$ cat config.mk
export PLATFORM = sky130hd
export DESIGN_NAME = twm_target
export DESIGN_NICKNAME = d
export VERILOG_FILES = /design/src/rtl/twm_pkg.sv /design/src/rtl/twm_bus_cond.sv /design/src/rtl/twm_shifter.sv /design/src/rtl/twm_word_ptr.sv /design/src/rtl/twm_target.sv
export SDC_FILE = /design/constraint.sdc
export NUM_CORES = 1
export LEC_CHECK = 0
export BUFFER_PORTS_ARGS = -buffer_cell sky130_fd_sc_hd__buf_2
export CORE_ASPECT_RATIO = 1.5
export CORE_MARGIN = 8
export CORE_UTILIZATION = 60
export CTS_CLUSTER_SIZE = 24
export DETAILED_ROUTE_END_ITERATION = 12
export HOLD_SLACK_MARGIN = 0.02
export PLACE_DENSITY = 0.82
export SETUP_SLACK_MARGIN = 0.1
export SLEW_MARGIN = 30
export SYNTH_ARGS = -nofsm -noshare
export SYNTH_HDL_FRONTEND = slang
export SYNTH_SLANG_ARGS = --single-unit
$ cat constraint.sdc
create_clock -name clk -period 3.55 [get_ports clk]
set_input_delay 0.1775 -clock clk [delete_from_list [all_inputs] [get_ports clk]]
set_output_delay 0.1775 -clock clk [all_outputs]
set_load 0.02 [all_outputs]
$ cat src/rtl/twm_pkg.sv
package twm_pkg;
  localparam int BYTE_W = 8;
  localparam int CNT_W  = 4;

  typedef enum logic [1:0] {
    ST_IDLE  = 2'd0,
    ST_CTRL  = 2'd1,
    ST_WADDR = 2'd2,
    ST_WDATA = 2'd3
  } twm_state_e;
endpackage

$ cat src/rtl/twm_bus_cond.sv
module twm_bus_cond (
  input  logic clk,
  input  logic rst_n,
  input  logic scl,
  input  logic sda,
  output logic scl_rise,
  output logic scl_fall,
  output logic start_det,
  output logic stop_det
);
  logic scl_q, sda_q;
  logic scl_d, sda_d;

  always_comb begin
    scl_d = scl;
    sda_d = sda;
  end

  always_ff @(posedge clk or negedge rst_n) begin
    if (!rst_n) begin
      scl_q <= 1'b1;
      sda_q <= 1'b1;
    end else begin
      scl_q <= scl_d;
      sda_q <= sda_d;
    end
  end

  always_comb begin
    scl_rise  = scl & ~scl_q;
    scl_fall  = ~scl & scl_q;
    start_det = scl & scl_q & sda_q & ~sda;
    stop_det  = scl & scl_q & ~sda_q & sda;
  end
endmodule

$ cat src/rtl/twm_shifter.sv
module twm_shifter
  import twm_pkg::*;
(
  input  logic              clk,
  input  logic              rst_n,
  input  logic              clr,
  input  logic              shift_en,
  input  logic              bit_in,
  output logic [BYTE_W-1:0] data_q,
  output logic [CNT_W-1:0]  cnt_q,
  output logic              full
);
  logic [BYTE_W-1:0] data_d;
  logic [CNT_W-1:0]  cnt_d;

  always_comb begin
    data_d = data_q;
    cnt_d  = cnt_q;
    if (clr) begin
      cnt_d = '0;
    end else if (shift_en) begin
      data_d = {data_q[BYTE_W-2:0], bit_in};
      cnt_d  = cnt_q + 1'b1;
    end
  end

  always_ff @(posedge clk or negedge rst_n) begin
    if (!rst_n) begin
      data_q <= '0;
      cnt_q  <= '0;
    end else if (clr || shift_en) begin
      data_q <= data_d;
      cnt_q  <= cnt_d;
    end
  end

  assign full = (cnt_q == CNT_W'(BYTE_W));

  // every sampled bit advances the count by one
  assert_count_step_R3: assert property (@(posedge clk) disable iff (!rst_n)
    (shift_en && !clr) |=> (cnt_q == $past(cnt_q) + 1'b1));
endmodule

$ cat src/rtl/twm_word_ptr.sv
module twm_word_ptr
  import twm_pkg::*;
#(
  parameter int PAGE_BITS = 3
) (
  input  logic              clk,
  input  logic              rst_n,
  input  logic              load,
  input  logic [BYTE_W-1:0] load_val,
  input  logic              step,
  output logic [BYTE_W-1:0] ptr_q
);
  logic [BYTE_W-1:0] ptr_d;
  logic [BYTE_W-1:0] ptr_step;

  generate
    if (PAGE_BITS >= BYTE_W) begin : g_flat
      assign ptr_step = ptr_q + 1'b1;
    end else begin : g_paged
      logic [PAGE_BITS-1:0] low_next;
      assign low_next = ptr_q[PAGE_BITS-1:0] + 1'b1;
      assign ptr_step = {ptr_q[BYTE_W-1:PAGE_BITS], low_next};

      // stepping never alters the page bits
      assert_page_fixed_R11: assert property (@(posedge clk) disable iff (!rst_n)
        (step && !load) |=> (ptr_q[BYTE_W-1:PAGE_BITS] == $past(ptr_q[BYTE_W-1:PAGE_BITS])));
    end
  endgenerate

  always_comb begin
    ptr_d = ptr_q;
    if (load)      ptr_d = load_val;
    else if (step) ptr_d = ptr_step;
  end

  always_ff @(posedge clk or negedge rst_n) begin
    if (!rst_n)             ptr_q <= '0;
    else if (load || step)  ptr_q <= ptr_d;
  end
endmodule

$ cat src/rtl/twm_target.sv
module twm_target
  import twm_pkg::*;
#(
  parameter logic [3:0] DEV_CODE  = 4'b1010,
  parameter int         PAGE_BITS = 3
) (
  input  logic              clk,
  input  logic              rst_n,
  input  logic              scl_i,
  input  logic              sda_i,
  input  logic              busy_i,
  output logic              sda_oe_n,
  output logic              wr_stb_o,
  output logic [BYTE_W-1:0] wr_addr_o,
  output logic [BYTE_W-1:0] wr_data_o,
  output logic              commit_o,
  output logic              rd_sel_o
);
  localparam logic [BYTE_W-1:0] CODE_MASK = {4'hF, {(BYTE_W-4){1'b0}}};
  localparam logic [BYTE_W-1:0] CODE_REF  = {DEV_CODE, {(BYTE_W-4){1'b0}}};

  logic rst_m, rst_s;
  always_ff @(posedge clk or negedge rst_n) begin
    if (!rst_n) begin
      rst_m <= 1'b0;
      rst_s <= 1'b0;
    end else begin
      rst_m <= 1'b1;
      rst_s <= rst_m;
    end
  end

  logic scl_rise, scl_fall, start_det, stop_det;
  twm_bus_cond u_cond (
    .clk(clk), .rst_n(rst_s), .scl(scl_i), .sda(sda_i),
    .scl_rise(scl_rise), .scl_fall(scl_fall),
    .start_det(start_det), .stop_det(stop_det)
  );

  logic              sh_clr, sh_en, byte_full;
  logic [BYTE_W-1:0] sh_data;
  logic [CNT_W-1:0]  sh_cnt;
  twm_shifter u_shift (
    .clk(clk), .rst_n(rst_s), .clr(sh_clr), .shift_en(sh_en), .bit_in(sda_i),
    .data_q(sh_data), .cnt_q(sh_cnt), .full(byte_full)
  );

  logic              ptr_ld, ptr_inc;
  logic [BYTE_W-1:0] ptr;
  twm_word_ptr #(.PAGE_BITS(PAGE_BITS)) u_ptr (
    .clk(clk), .rst_n(rst_s), .load(ptr_ld), .load_val(sh_data),
    .step(ptr_inc), .ptr_q(ptr)
  );

  twm_state_e        state_q, state_d;
  logic              ack_q, ack_d;
  logic              got_q, got_d;
  logic              stb_q, stb_d;
  logic              rd_q, rd_d;
  logic              cmt_q, cmt_d;
  logic [BYTE_W-1:0] wdata_q, wdata_d;
  logic [BYTE_W-1:0] waddr_q, waddr_d;
  logic              eval_ctrl;
  logic              code_hit;

  assign code_hit = ((sh_data & CODE_MASK) == CODE_REF);

  always_comb begin
    state_d   = state_q;
    ack_d     = ack_q;
    got_d     = got_q;
    stb_d     = 1'b0;
    rd_d      = 1'b0;
    cmt_d     = 1'b0;
    wdata_d   = wdata_q;
    waddr_d   = waddr_q;
    sh_clr    = 1'b0;
    sh_en     = 1'b0;
    ptr_ld    = 1'b0;
    ptr_inc   = 1'b0;
    eval_ctrl = 1'b0;
    if (start_det) begin
      state_d = ST_CTRL;
      ack_d   = 1'b0;
      got_d   = 1'b0;
      sh_clr  = 1'b1;
    end else if (stop_det) begin
      cmt_d   = got_q;
      got_d   = 1'b0;
      state_d = ST_IDLE;
      ack_d   = 1'b0;
      sh_clr  = 1'b1;
    end else if (ack_q) begin
      if (scl_fall) begin
        ack_d  = 1'b0;
        sh_clr = 1'b1;
      end
    end else if (state_q != ST_IDLE) begin
      if (scl_rise && !byte_full) begin
        sh_en = 1'b1;
      end else if (scl_fall && byte_full) begin
        case (state_q)
          ST_CTRL: begin
            eval_ctrl = 1'b1;
            if (code_hit && !busy_i) begin
              ack_d = 1'b1;
              if (sh_data[0]) begin
                rd_d    = 1'b1;
                state_d = ST_IDLE;
              end else begin
                state_d = ST_WADDR;
              end
            end else begin
              state_d = ST_IDLE;
            end
          end
          ST_WADDR: begin
            ptr_ld  = 1'b1;
            ack_d   = 1'b1;
            state_d = ST_WDATA;
          end
          ST_WDATA: begin
            stb_d   = 1'b1;
            wdata_d = sh_data;
            waddr_d = ptr;
            ptr_inc = 1'b1;
            got_d   = 1'b1;
            ack_d   = 1'b1;
          end
          default: state_d = ST_IDLE;
        endcase
      end
    end
  end

  always_ff @(posedge clk or negedge rst_s) begin
    if (!rst_s) begin
      state_q <= ST_IDLE;
      ack_q   <= 1'b0;
      got_q   <= 1'b0;
      stb_q   <= 1'b0;
      rd_q    <= 1'b0;
      cmt_q   <= 1'b0;
      wdata_q <= '0;
      waddr_q <= '0;
    end else begin
      state_q <= state_d;
      ack_q   <= ack_d;
      got_q   <= got_d;
      stb_q   <= stb_d;
      rd_q    <= rd_d;
      cmt_q   <= cmt_d;
      if (stb_d) begin
        wdata_q <= wdata_d;
        waddr_q <= waddr_d;
      end
    end
  end

  assign sda_oe_n  = ~ack_q;
  assign wr_stb_o  = stb_q;
  assign wr_addr_o = waddr_q;
  assign wr_data_o = wdata_q;
  assign commit_o  = cmt_q;
  assign rd_sel_o  = rd_q;

  // the data line drive moves only during the SCL low phase
  assert_drive_low_phase_R3: assert property (@(posedge clk) disable iff (!rst_s)
    !$stable(sda_oe_n) |-> !$past(scl_i));

  // a busy write cycle keeps the target silent on its own address
  assert_busy_silent_R7: assert property (@(posedge clk) disable iff (!rst_s)
    (eval_ctrl && busy_i) |=> sda_oe_n);

  // a released acknowledge leaves the bit counter at the start of a byte
  assert_ack_release_R5: assert property (@(posedge clk) disable iff (!rst_s)
    $rose(sda_oe_n) |-> (sh_cnt == '0));

  // the write, read and commit pulses never coincide
  assert_pulse_excl_R10: assert property (@(posedge clk) disable iff (!rst_s)
    $onehot0({wr_stb_o, rd_sel_o, commit_o}));
endmodule

After elaboration in Yosys (flattened, before gate mapping):

Index checks and enable logic that the tools add are counted.

* mux-type cells: 63
* reductions and logical operators: 21
* eq/ne operators: 8
* $add $sub $neg: 2
* bitwise gates (word level): 16

Operator list (number)
* $mux W1: 49
* $mux W2: 8
* $reduce_and A5 Y1: 2
* $ne A3 B3 Y1 const B: 3
* $not A1 Y1: 9
* $reduce_bool A3 Y1: 3
* $eq A4 B4 Y1 const B: 2
* $mux W4: 2
* $mux W8: 1
* $reduce_and A8 Y1: 1
* $and A1 B1 Y1: 7
* $pmux W2 S3: 1
* $reduce_and A2 Y1: 3
* $reduce_bool A2 Y1: 3
* $add A4 B1 Y4 const B: 1
* $eq A2 B2 Y1 const B: 2
* $add A3 B1 Y3 const B: 1
* $logic_and A1 B1 Y1: 3
* $mux W3: 1
* $reduce_and A3 Y1: 1
* $eq A2 B1 Y1 const B: 1
* $logic_not A1 Y1: 2
* $logic_or A1 B1 Y1: 2
* $pmux W1 S2: 1
* $reduce_or A2 Y1: 1

* register bits: 47
* logic and storage cells: 126
* input port bits: 5

Logic depth before layout (Yosys ltp):

Gate-level depths: netlist (run 1).

* depth in word-level cells: 11
* depth in mapped cells: 7
* gate-level depth less buffers: 6

Cells and area by module:

Synthesis (run 1) repeated with hierarchy kept, for this count alone.

* cells, all modules: 151
* area, all modules: 2129.5 um^2

By module, submodules not included
* twm_target: area each 1122.3 um^2, instances 1, cells an instance 80
* twm_shifter: area each 573.0 um^2, instances 1, cells an instance 40
* twm_word_ptr: area each 349.1 um^2, instances 1, cells an instance 25
* twm_bus_cond: area each 85.1 um^2, instances 1, cells an instance 6

Worst setup path after synthesis (run 1):

OpenSTA, ideal clock, no wires.

* kind: register -> register
* from: register state_q[0]
* to: register u_ptr.ptr_q[3]
* setup time: 125 ps
* arrival: 1950 ps
* cell stages (with the launch flop): 6
* slack: 1475 ps
* clock period less this slack: 2075 ps
* path through: dfrtp_1 inv_1 ha_1 or4b_4 nor3_2 mux2_2

* longest elaborated chain between the ends: 10
* elaborated cells between the ends (all ways): 19
* those cells by class: eq/ne (2); mux (14); reduce/logical (3)

RTL lines
* start: declaration: line twm_target.sv:55 `twm_state_e state_q, state_d;`
* start signal: assignment: line twm_target.sv:147 `state_q <= state_d;`
* $eq A2 B2 Y1: line twm_target.sv:102 `case (state_q)`
* $mux W1: line twm_target.sv:102
* $mux W1: line twm_target.sv:101 `end else if (scl_fall && byte_full) begin`
* $mux W1: line twm_target.sv:99 `if (scl_rise && !byte_full) begin`
* $mux W1: line twm_target.sv:98 `end else if (state_q != ST_IDLE) begin`
* $mux W1: line twm_target.sv:93 `end else if (ack_q) begin`
* $mux W1: line twm_target.sv:87 `end else if (stop_det) begin`
* $mux W1: line twm_target.sv:82 `if (start_det) begin`
* $logic_or A1 B1 Y1: line twm_word_ptr.sv:38 `else if (load || step) ptr_q <= ptr_d;`
* $reduce_and A2 Y1 (no source line) (*)
* end signal: assignment: line twm_word_ptr.sv:38
* end: declaration: line twm_word_ptr.sv:11 `output logic [BYTE_W-1:0] ptr_q`

Every way passes the cells marked *; elsewhere a longest branch is shown, timed or not.
A chain may end at the register's enable or synchronous reset.

Worst setup path in the final report (run 1):

* from: register state_q[0]
* to: register u_ptr.ptr_q[0]

* longest elaborated chain between the ends: 10
* elaborated cells between the ends (all ways): 21
* those cells by class: eq/ne (2); mux (15); reduce/logical (4)

RTL lines (line)
* $eq A2 B2 Y1: twm_target.sv:102
* $mux W1: twm_target.sv:102
* $mux W1: twm_target.sv:101
* $mux W1: twm_target.sv:99
* $mux W1: twm_target.sv:98
* $mux W1: twm_target.sv:93
* $mux W1: twm_target.sv:87
* $mux W1: twm_target.sv:82
* $reduce_bool A2 Y1 (no source line) / $logic_or A1 B1 Y1 (equally long branches)
* $reduce_and A2 Y1 (no source line)

Parallel ways exist; a longest one is shown, timed or not. The select of a mux whose other input is x is not followed.

==> results of run 1 <==
-- worst register-to-register path, delay by kind of cell (launching register included) --
| kind | cells | cell delay (ns) |
|---|---|---|
| AOI/OAI and AO/OA | 1 | 0.14 |
| adders and majority gates | 1 | 0.25 |
| buffers and inverters | 1 | 0.10 |
| DFF | 1 | 0.39 |
| muxes | 1 | 0.56 |
| and+or+nand+nor | 2 | 1.14 |
-- cell usage in the layout (no fill, tap or decap), types with 2 or more instances in the layout --
master,count
clkbuf_1,2
ha_1,8
nand3_1,4
dfrtp_1,44
clkbuf_8,5
nor4b_1,2
nor2_1,5
o21ai_0,7
dfstp_2,2
inv_1,9
a21oi_1,4
nand2_1,14
nor3_1,2
xor2_1,2
buf_2,24
mux2_2,28
-- flip-flops by register name, indices dropped and copies added (netlist names) --
signal and count:
wr_stb_o 1, u_cond.sda_q 1, u_shift.cnt_q 4, wr_data_o 8
wr_addr_o 8, rst_s 1, rd_sel_o 1, ack_q 1
got_q 1, rst_m 1, u_cond.scl_q 1, u_shift.data_q 8
u_ptr.ptr_q 8, commit_o 1, state_q 2
-- cell families (layout without fill, tap and decap cells) --
group / Yosys count / count (layout) / synth area share
flip-flops: 47 / 47 / 0.588
XOR/XNOR: 3 / 3 / 0.0131
AO/OA/AOI/OAI: 17 / 17 / 0.0524
AND/OR/NAND/NOR: 39 / 39 / 0.109
multiplexers: 29 / 29 / 0.162
adder cells (fa/ha/maj): 8 / 8 / 0.0499
other: 1 / 1 / 0.00187
buffers and inverters: 12 / 42 / 0.0231
-- worst min path at each step --
| stage | cells past startpoint | endpoint | slack [ns] | startpoint |
|---|---|---|---|---|
| 6_report | 1 | u_cond.sda_q$_DFF_PN1_ | 0.03 | sda_i |
| 3_3_place_gp | 1 | rst_m$_DFF_PN0_ | -0.04 | rst_n |
| 3_5_place_dp | 1 | rst_m$_DFF_PN0_ | -0.04 | rst_n |
| 4_1_cts | 1 | u_cond.sda_q$_DFF_PN1_ | 0.03 | sda_i |
| 2_1_floorplan | 0 | rst_m$_DFF_PN0_ | -0.12 | rst_n |
| 5_1_grt | 1 | u_cond.sda_q$_DFF_PN1_ | 0.03 | sda_i |
-- cells in the mapped netlist (2+ instances only) --
cell type   n  area share
inv_1       9       0.017
o21ai_0     7       0.017
ha_1        8       0.050
a21oi_1     4       0.010
dfrtp_1    45        0.56
nand2_1    14       0.026
nor4b_1     2      0.0087
nand3_1     4       0.010
mux2_2     28        0.16
nor2_1      5      0.0094
nor3_1      2      0.0050
xor2_1      2      0.0087
clkbuf_1    2      0.0037
dfstp_2     2       0.026
-- per-layer routing --
metal	wire [um]	vias up	GRT usage
met5	0	-	0
li1	-	603	-
met3	158	7	0.0490
met4	63	0	0.0591
met2	2140	26	0.273
met1	1560	676	0.144
-- through the flow --
stage / setup WS [ns] / std cells / instance area (um^2)
after floorplan: 1.48 / 156 / 2000
final: 0.905 / 226 / 2280
after detailed placement: 0.955 / 217 / 2160
after global placement: 1.07 / 217 / 2160
after CTS: 0.921 / 226 / 2280
after global routing: 0.743 / 226 / 2280
-- area by class of cell --
class                      count  area (um^2)
timing repair buffer          25          130
clock buffer                   7         76.3
clock inverter                 1         30.0
tap                           40         50.0
multi-input combinational     97          779
inverter                       9         33.8
sequential                    47         1180
fill                         230          877
-- power breakdown --
part	internal, mW	total, mW	switching (mW)
logic	0.0529	0.101	0.0482
clock network	0.211	0.382	0.171
registers	0.586	0.651	0.0649
total	0.850	1.13	0.284
-- timing repair --
action                                  CTS  global route
endpoints found under the hold margin     2             0
endpoints found under the setup margin    0             0
hold buffers                              1             0
setup buffers                             0             0
==> run summary, run 1 <==
Post-Route Utilization -> 0.722
WL/cell -> 17.3 um
required time of the worst setup path -> 3.79 ns
total number of vias -> 1312
TNS Setup -> 0 ns
Worst Setup SP -> state_q[0]$_DFFE_PN0P_
FF-to-FF End -> u_ptr.ptr_q[0]$_DFFE_PN0P_
largest net degree at the start of global routing -> 46
CTS root buf -> clkbuf_8
flops & latches, synth -> 47
slew at the pin closest to its max-slew limit -> 0.934 ns
drt via density -> 5.81
reg-to-reg slack, setup -> 0.90 ns
Final ANT Viol Nets -> 0
Period Utilization, post-route -> 0.745
Final Setup Violations -> 0
I/O pin total -> 25
Setup CP Type -> reg2reg
CP cell instances -> inv_1 -> ha_1 -> nor4b_1 -> nand3_1 -> mux2_2 -> o21ai_0
CP Buf/Inv Count -> 1
worst r2r src -> state_q[0]$_DFFE_PN0P_
H-tree lvl count -> 2
CP Depth -> 6
arrival time at the worst endpoint -> 2.88 ns
GP Congestion -> 0.798
Final Slew Violations -> 0
total power -> 1.13 mW
Die X -> 63.2 um
Hold WS -> 0.0278 ns
maximum clock frequency -> 0.378 GHz
Slew Limit Headroom -> 0.376
via count of the first global-routing pass -> 1381
Worst Setup End Kind -> flop
sequential-to-total area share from yosys stat -> 0.588
Avg Inst Size Synth -> 12.8 um^2
CP Capture Point -> u_ptr.ptr_q[0]$_DFFE_PN0P_
router iterations before antenna repair -> 4
Yosys cell types -> 36
Final Hold Vio Count -> 0
Warnings, synthesis -> 0
Worst Reg-to-Reg Cells -> 6
Die H -> 86.8 um
Initial Util -> 0.634
Detailed Route WL -> 3920 um
startpoint class of the critical path -> flop
clock-pin transition on the worst setup and hold timing paths -> 0.09 ns
number of enable flip-flop cells after synthesis -> 0
total global routing overflow -> 0
share of cells above drive strength 1 -> 0.355
Peak VDD IR -> 0.426 mV
prevailing post-synth register cell -> dfrtp_1
Post-DP HPWL -> 2790 um
initial antenna violation count -> 0
area grow syn2layout -> 13.9%
fin nets -> 198
RSZ-0062 raised after global routing -> false
Port Buffer Count -> 24
clock sink count -> 47
Slowest Stage Delay on Critical Path -> 0.75 ns
# rows -> 25
Power per Cell Area -> 497 nW/um^2
Post-synth ARST share -> 1.00
CTS tree -> yes
clk_skew -> 0.0125 ns
Largest delay share family, worst path -> simple AND/OR/NAND/NOR gates
DRC Markers -> 0
hold crit path type -> in2reg
antenna diode count -> 0
crit path max fanout -> 21
total core area -> 3160 um^2
synthesized instance count -> 156
Syn Std Cell Area -> 2000 um^2
total of max-cap violations -> 0
PostCTS Resize Cnt -> 0
fin crit period -> 2.65 ns
Clock Path Buffers -> 2
Clock Latency Late Sink -> 0.31 ns
leak pwr -> 1.17 nW
Inserted Clock Buffers -> 5
CP max stage cell -> nand3_1
1st-iter DRT viols -> 40
status -> completed
total global-route track usage -> 0.147
first-pass GRT wire length -> 6330 um
syn nets -> 169
die area -> 5480 um^2
Note: power is estimated with default switching activity, not from simulation.
==> run 2: changes to the inputs <==
ABC_AREA = 1   (was unset)
CORE_UTILIZATION = 51   (was 60)
PLACE_DENSITY = 0.74   (was 0.82)
clock period = 2.3 ns   (was 3.55 ns; I/O delays follow)
==> run 2 against run 1 <==
Against the previous run:
- register-to-register slack got worse by 0.34 ns
- critical endpoint is now u_shift.cnt_q[2]$_DFFE_PN0P_
- clock power increased by 56%
- sequential power increased by 37%
- cell count increased by 37%
- maximum frequency increased by 53%
- utilization decreased by 13 points
- flip-flop and latch count unchanged
- power increased by 41%
- wire length decreased by 2.7%
- global-route usage decreased by 2.1 points
- non-clock buffer count increased by 4
==> run summary, run 2 <==
area grow syn2layout -> 13.8%
commonest cells after routing, fill and taps aside -> nand2_1 (71), dfrtp_1 (44), inv_1 (27)
DR top layer -> met4
Post-DP HPWL -> 2900 um
Final Hold Vio Count -> 0
WL met1 -> 1520 um
GP Congestion -> 0.839
Peak VDD IR -> 0.507 mV
maximum clock frequency -> 0.578 GHz
clk_skew -> 0.00735 ns
antenna diode count -> 0
total of max-cap violations -> 0
initial antenna violation count -> 0
CTS tree -> yes
Post-Route Utilization -> 0.590
TNS Setup -> 0 ns
Final ANT Viol Nets -> 0
Clock Path Buffers -> 2
most frequent cells after synthesis -> nand2_1 (71), dfrtp_1 (45), inv_1 (27)
1st-iter DRT viols -> 47
crit path max fanout -> 21
Port Buffer Count -> 24
DRC Markers -> 0
WL met3 -> 175 um
Die X -> 69.0 um
Inserted Clock Buffers -> 5
Avg Inst Size Synth -> 9.25 um^2
Yosys top cell area share -> 0.524
Warnings, synthesis -> 0
Synth area leader -> dfrtp_1
total power -> 1.60 mW
hold crit path type -> in2async
arrival time at the worst endpoint -> 1.96 ns
drt via density -> 4.98
Post-CTS Setup Inserts -> 0
fin crit period -> 1.73 ns
total global routing overflow -> 0
total core area -> 4140 um^2
number of enable flip-flop cells after synthesis -> 0
cell with the most instances after synthesis -> nand2_1
Synth area leaders -> dfrtp_1 (52%), nand2_1 (12%), inv_1 (4.7%), ha_1 (4.7%), o21ai_0 (4.2%)
I/O pin total -> 25
WL/cell -> 12.3 um
leading cell type in the layout, fill and taps excluded -> nand2_1
RSZ-0062 raised after global routing -> false
share of cells above drive strength 1 -> 0.221
required time of the worst setup path -> 2.53 ns
largest net degree at the start of global routing -> 25
Period Utilization, post-route -> 0.753
Post-synth ARST share -> 1.00
sequential-to-total area share from yosys stat -> 0.549
clock sink count -> 47
router iterations before antenna repair -> 4
first-pass GRT wire length -> 6350 um
Final Setup Violations -> 0
status -> completed
leak pwr -> 1.30 nW
Die H -> 95.5 um
Initial Util -> 0.519
die area -> 6580 um^2
H-tree lvl count -> 2
syn nets -> 245
total global-route track usage -> 0.126
synthesized instance count -> 232
Clock Latency Late Sink -> 0.30 ns
Worst Setup End Kind -> flop
Yosys cell types -> 25
Final Slew Violations -> 0
Setup CP Type -> reg2reg
prevailing post-synth register cell -> dfrtp_1
WL met2 -> 2010 um
Detailed Route WL -> 3810 um
startpoint class of the critical path -> flop
fin nets -> 275
total number of vias -> 1539
CTS root buf -> clkbuf_8
# rows -> 29
flops & latches, synth -> 47
via count of the first global-routing pass -> 1414
Power per Cell Area -> 653 nW/um^2
Syn Std Cell Area -> 2150 um^2
clock-pin transition on the worst setup and hold timing paths -> 0.09 ns
## run 2: cell types whose count changed in the layout (fill, tap and decap cells not counted), moves of 3 or more
cell / previous run / this run
o21ai_2: 0 / 7
mux2_2: 28 / 0
nor2_2: 0 / 3
nand3_1: 4 / 12
nand2_1: 14 / 71
inv_2: 0 / 3
o21ai_0: 7 / 18
inv_1: 9 / 27
nor2_1: 5 / 10
## run 2: cell families after synthesis
logic type / Yosys count / share of synthesized area
AOI/OAI and AO/OA: 29 / 0.0810
xor gates and xnor gates: 1 / 0.00408
adders and majority gates: 8 / 0.0466
buffers and inverters: 36 / 0.0775
DFF: 47 / 0.549
other: 1 / 0.00175
and+or+nand+nor: 110 / 0.240
## run 2: power by group
group	leakage (nW)	internal (mW)	switching [mW]
clock network	0.0581	0.324	0.271
logic	0.604	0.0369	0.0701
registers	0.636	0.858	0.0356
## run 2: final timing paths
path | start | endpoint | slack (ns) | depth (start not counted)
max | state_q[0]$_DFFE_PN0P_ | u_shift.cnt_q[2]$_DFFE_PN0P_ | 0.57 | 7
min | rst_n | rst_s$_DFF_PN0_ | 0.12 | 2
max reg2reg | state_q[0]$_DFFE_PN0P_ | u_shift.cnt_q[2]$_DFFE_PN0P_ | 0.57 | 7
min reg2reg | rst_s$_DFF_PN0_ | u_ptr.ptr_q[5]$_DFFE_PN0P_ | 0.23 | 0
max in group asynchronous | rst_s$_DFF_PN0_ | u_cond.scl_q$_DFF_PN1_ | 1.50 | 1
min in group clk | busy_i | rd_sel_o$_DFF_PN0_ | 0.25 | 6
## run 2: through the flow
| step | instances | worst slack, ns | cell area, um^2 | hold slack (ns) |
|---|---|---|---|---|
| after floorplan | 232 | 0.877 | 2150 | -0.181 |
| after global placement | 298 | 0.645 | 2300 | -0.0996 |
| after detailed placement | 298 | 0.575 | 2300 | -0.0986 |
| after CTS | 309 | 0.557 | 2440 | 0.119 |
| after global routing | 309 | 0.357 | 2440 | 0.120 |
| final | 309 | 0.569 | 2440 | 0.123 |
## run 2: area by class of cell
cell class,instances,area [um^2]
clock buffers,5,68.8
flip-flops and latches,47,1180
inverters,30,113
well taps,46,57.6
repair buffers,29,178
fillers,371,1690
multi-input cells,149,802
clock inverters,3,43.8
## run 2: worst max-delay path, stage by stage (launching register included)
cell and delay, ns:
dfrtp_1 0.39, inv_1 0.10, ha_1 0.25, nor2_4 0.17
nand3_2 0.32, inv_1 0.21, nand3_1 0.08, a21oi_1 0.14
## run 2: per-layer routing
layer | vias to the layer above | GRT usage
met1 | 716 | 0.133
met3 | 12 | 0.0353
met5 | - | 0
met2 | 30 | 0.217
li1 | 781 | -
met4 | 0 | 0.0655
## run 2: repair_timing
action / 4_1_cts / 5_1_grt
setup endpoints to repair: 0 / 0
endpoints found under the hold margin: 4 / 0
hold buffers: 3 / 0
gates resized for setup: 0 / 0
==> run 3: changes to the inputs <==
clock period = 1.5 ns   (was 2.3 ns; I/O delays follow)
==> run 3 against run 2 <==
Against the previous run:
- power up 54%
- worst hold slack worse by 0.049 ns
- worst setup slack got worse by 0.46 ns
- count of clock-buffer cells in the layout is 2 higher
- cell count up 5.2%
- wire length up 15%
- design area rose by 11%
- utilization increased by 6.5 points
==> run summary, run 3 (synthesis gave the netlist of run 2 again) <==
Clock Latency Late Sink -> 0.30 ns
via count of the first global-routing pass -> 1688
H-tree lvl count -> 2
total of max-cap violations -> 0
CTS tree -> yes
Setup CP Type -> reg2reg
Initial Util -> 0.519
# fillers -> 318
Final ANT Viol Nets -> 0
Clock Path Buffers -> 2
Power per Cell Area -> 906 nW/um^2
leading cell type in the layout, fill and taps excluded -> nand2_1
Detailed Route WL -> 4380 um
leak pwr -> 1.40 nW
hold crit path type -> in2async
I/O pin total -> 25
share of cells above drive strength 1 -> 0.355
fin nets -> 291
CTS root buf -> clkbuf_8
Peak VDD IR -> 0.660 mV
clk_skew -> 0.00957 ns
required time of the worst setup path -> 1.74 ns
pre-CTS setup slack -> -0.0227 ns
Post-DP HPWL -> 2950 um
Port Buffer Count -> 24
fin crit period -> 1.39 ns
1st-iter DRT viols -> 64
clock-pin transition on the worst setup and hold timing paths -> 0.09 ns
WL/cell -> 13.5 um
startpoint class of the critical path -> flop
drt via density -> 5.04
crit path max fanout -> 7
Final Setup Violations -> 0
Die X -> 69.0 um
DRC Markers -> 0
Final Hold Vio Count -> 0
clock sink count -> 47
commonest cells after routing, fill and taps aside -> nand2_1 (61), dfrtp_1 (44), buf_2 (24)
router iterations before antenna repair -> 4
arrival time at the worst endpoint -> 1.64 ns
area grow syn2layout -> 26.2%
Worst Setup End Kind -> flop
Final Slew Violations -> 0
GP Congestion -> 0.754
largest net degree at the start of global routing -> 46
RSZ-0062 raised after global routing -> true
antenna diode count -> 0
die area -> 6580 um^2
first-pass GRT wire length -> 7470 um
Period Utilization, post-route -> 0.929
total core area -> 4140 um^2
Die H -> 95.5 um
total number of vias -> 1639
total global-route track usage -> 0.146
# rows -> 29
Post-Route Utilization -> 0.655
Finished Layout Cells -> 325
status -> completed
fin worst setup slack -> 0.107 ns
initial antenna violation count -> 0
maximum clock frequency -> 0.718 GHz
dpl cells -> 307
Inserted Clock Buffers -> 5
total global routing overflow -> 0
-- run 3: cell count changes in the layout (fill, tap and decap cells not counted), sizes merged --
cell,previous run,this run
buf,26,41
bufinv,1,0
clkbuf,5,7
clkinv,2,0
clkinvlp,0,1
nand4,4,5
-- run 3: what timing repair did --
| action | in CTS | in global routing |
|---|---|---|
| resized for setup | 20 | 23 |
| gates cloned | 1 | 0 |
| endpoints found under the setup margin | 32 | 38 |
| endpoints found under the hold margin | 4 | 0 |
| buffers inserted | 3 | 3 |
| hold buffers | 3 | 0 |
| pin swaps | 10 | 11 |
-- run 3: area by class of cell --
cell class | instances | area (um^2) | area share
clock buffer | 7 | 96.3 | 0.0355
clock inverter | 1 | 7.51 | 0.00277
inverter | 30 | 115 | 0.0425
multi-input combinational | 150 | 945 | 0.349
sequential | 47 | 1180 | 0.435
tap | 46 | 57.6 | 0.0212
timing repair buffer | 44 | 309 | 0.114
-- run 3: critical path, stage by stage, from the launching register on --
cell and delay (ns):
dfrtp_1 0.40, inv_2 0.07, ha_4 0.15, nand2_2 0.06
nor2_4 0.12, nand4_4 0.14, buf_6 0.19, nor2_4 0.07
nand2_1 0.05, nand3_1 0.08
-- run 3: stage by stage --
| step | total power [mW] | cell area, um^2 | setup TNS [ns] | hold slack, ns |
|---|---|---|---|---|
| floorplan | 1.49 | 2150 | 0 | -0.221 |
| global placement | 1.57 | 2370 | 0 | -0.140 |
| detailed placement | 1.58 | 2370 | -0.0611 | -0.136 |
| CTS | 2.45 | 2620 | 0 | 0.0830 |
| global route | 2.55 | 2710 | 0 | 0.0814 |
| finish | 2.46 | 2710 | 0 | 0.0746 |
-- run 3: metal layers --
layer,share of wire,global-route usage
met1,0.41,0.165
met2,0.53,0.258
met3,0.041,0.0294
met4,0.016,0.0487
met5,0,0
-- run 3: worst paths after layout --
kind / start / endpoint / slack [ns] / cells past startpoint
setup / recovery: u_shift.cnt_q[1]$_DFFE_PN0P_ / u_ptr.ptr_q[2]$_DFFE_PN0P_ / 0.11 / 9
hold / removal: rst_n / rst_s$_DFF_PN0_ / 0.07 / 2
setup reg to reg: u_shift.cnt_q[1]$_DFFE_PN0P_ / u_ptr.ptr_q[2]$_DFFE_PN0P_ / 0.11 / 9
hold reg to reg: rst_s$_DFF_PN0_ / wr_stb_o$_DFF_PN0_ / 0.25 / 1
max in group asynchronous: rst_s$_DFF_PN0_ / u_cond.scl_q$_DFF_PN1_ / 0.97 / 1
min in group clk: busy_i / rd_sel_o$_DFF_PN0_ / 0.20 / 6
-- run 3: power by group --
part / switching [mW] / internal [mW] / leakage (nW) / total, mW
registers: 0.0385 / 1.32 / 0.636 / 1.35
logic: 0.150 / 0.101 / 0.711 / 0.251
clock network: 0.430 / 0.420 / 0.0505 / 0.849
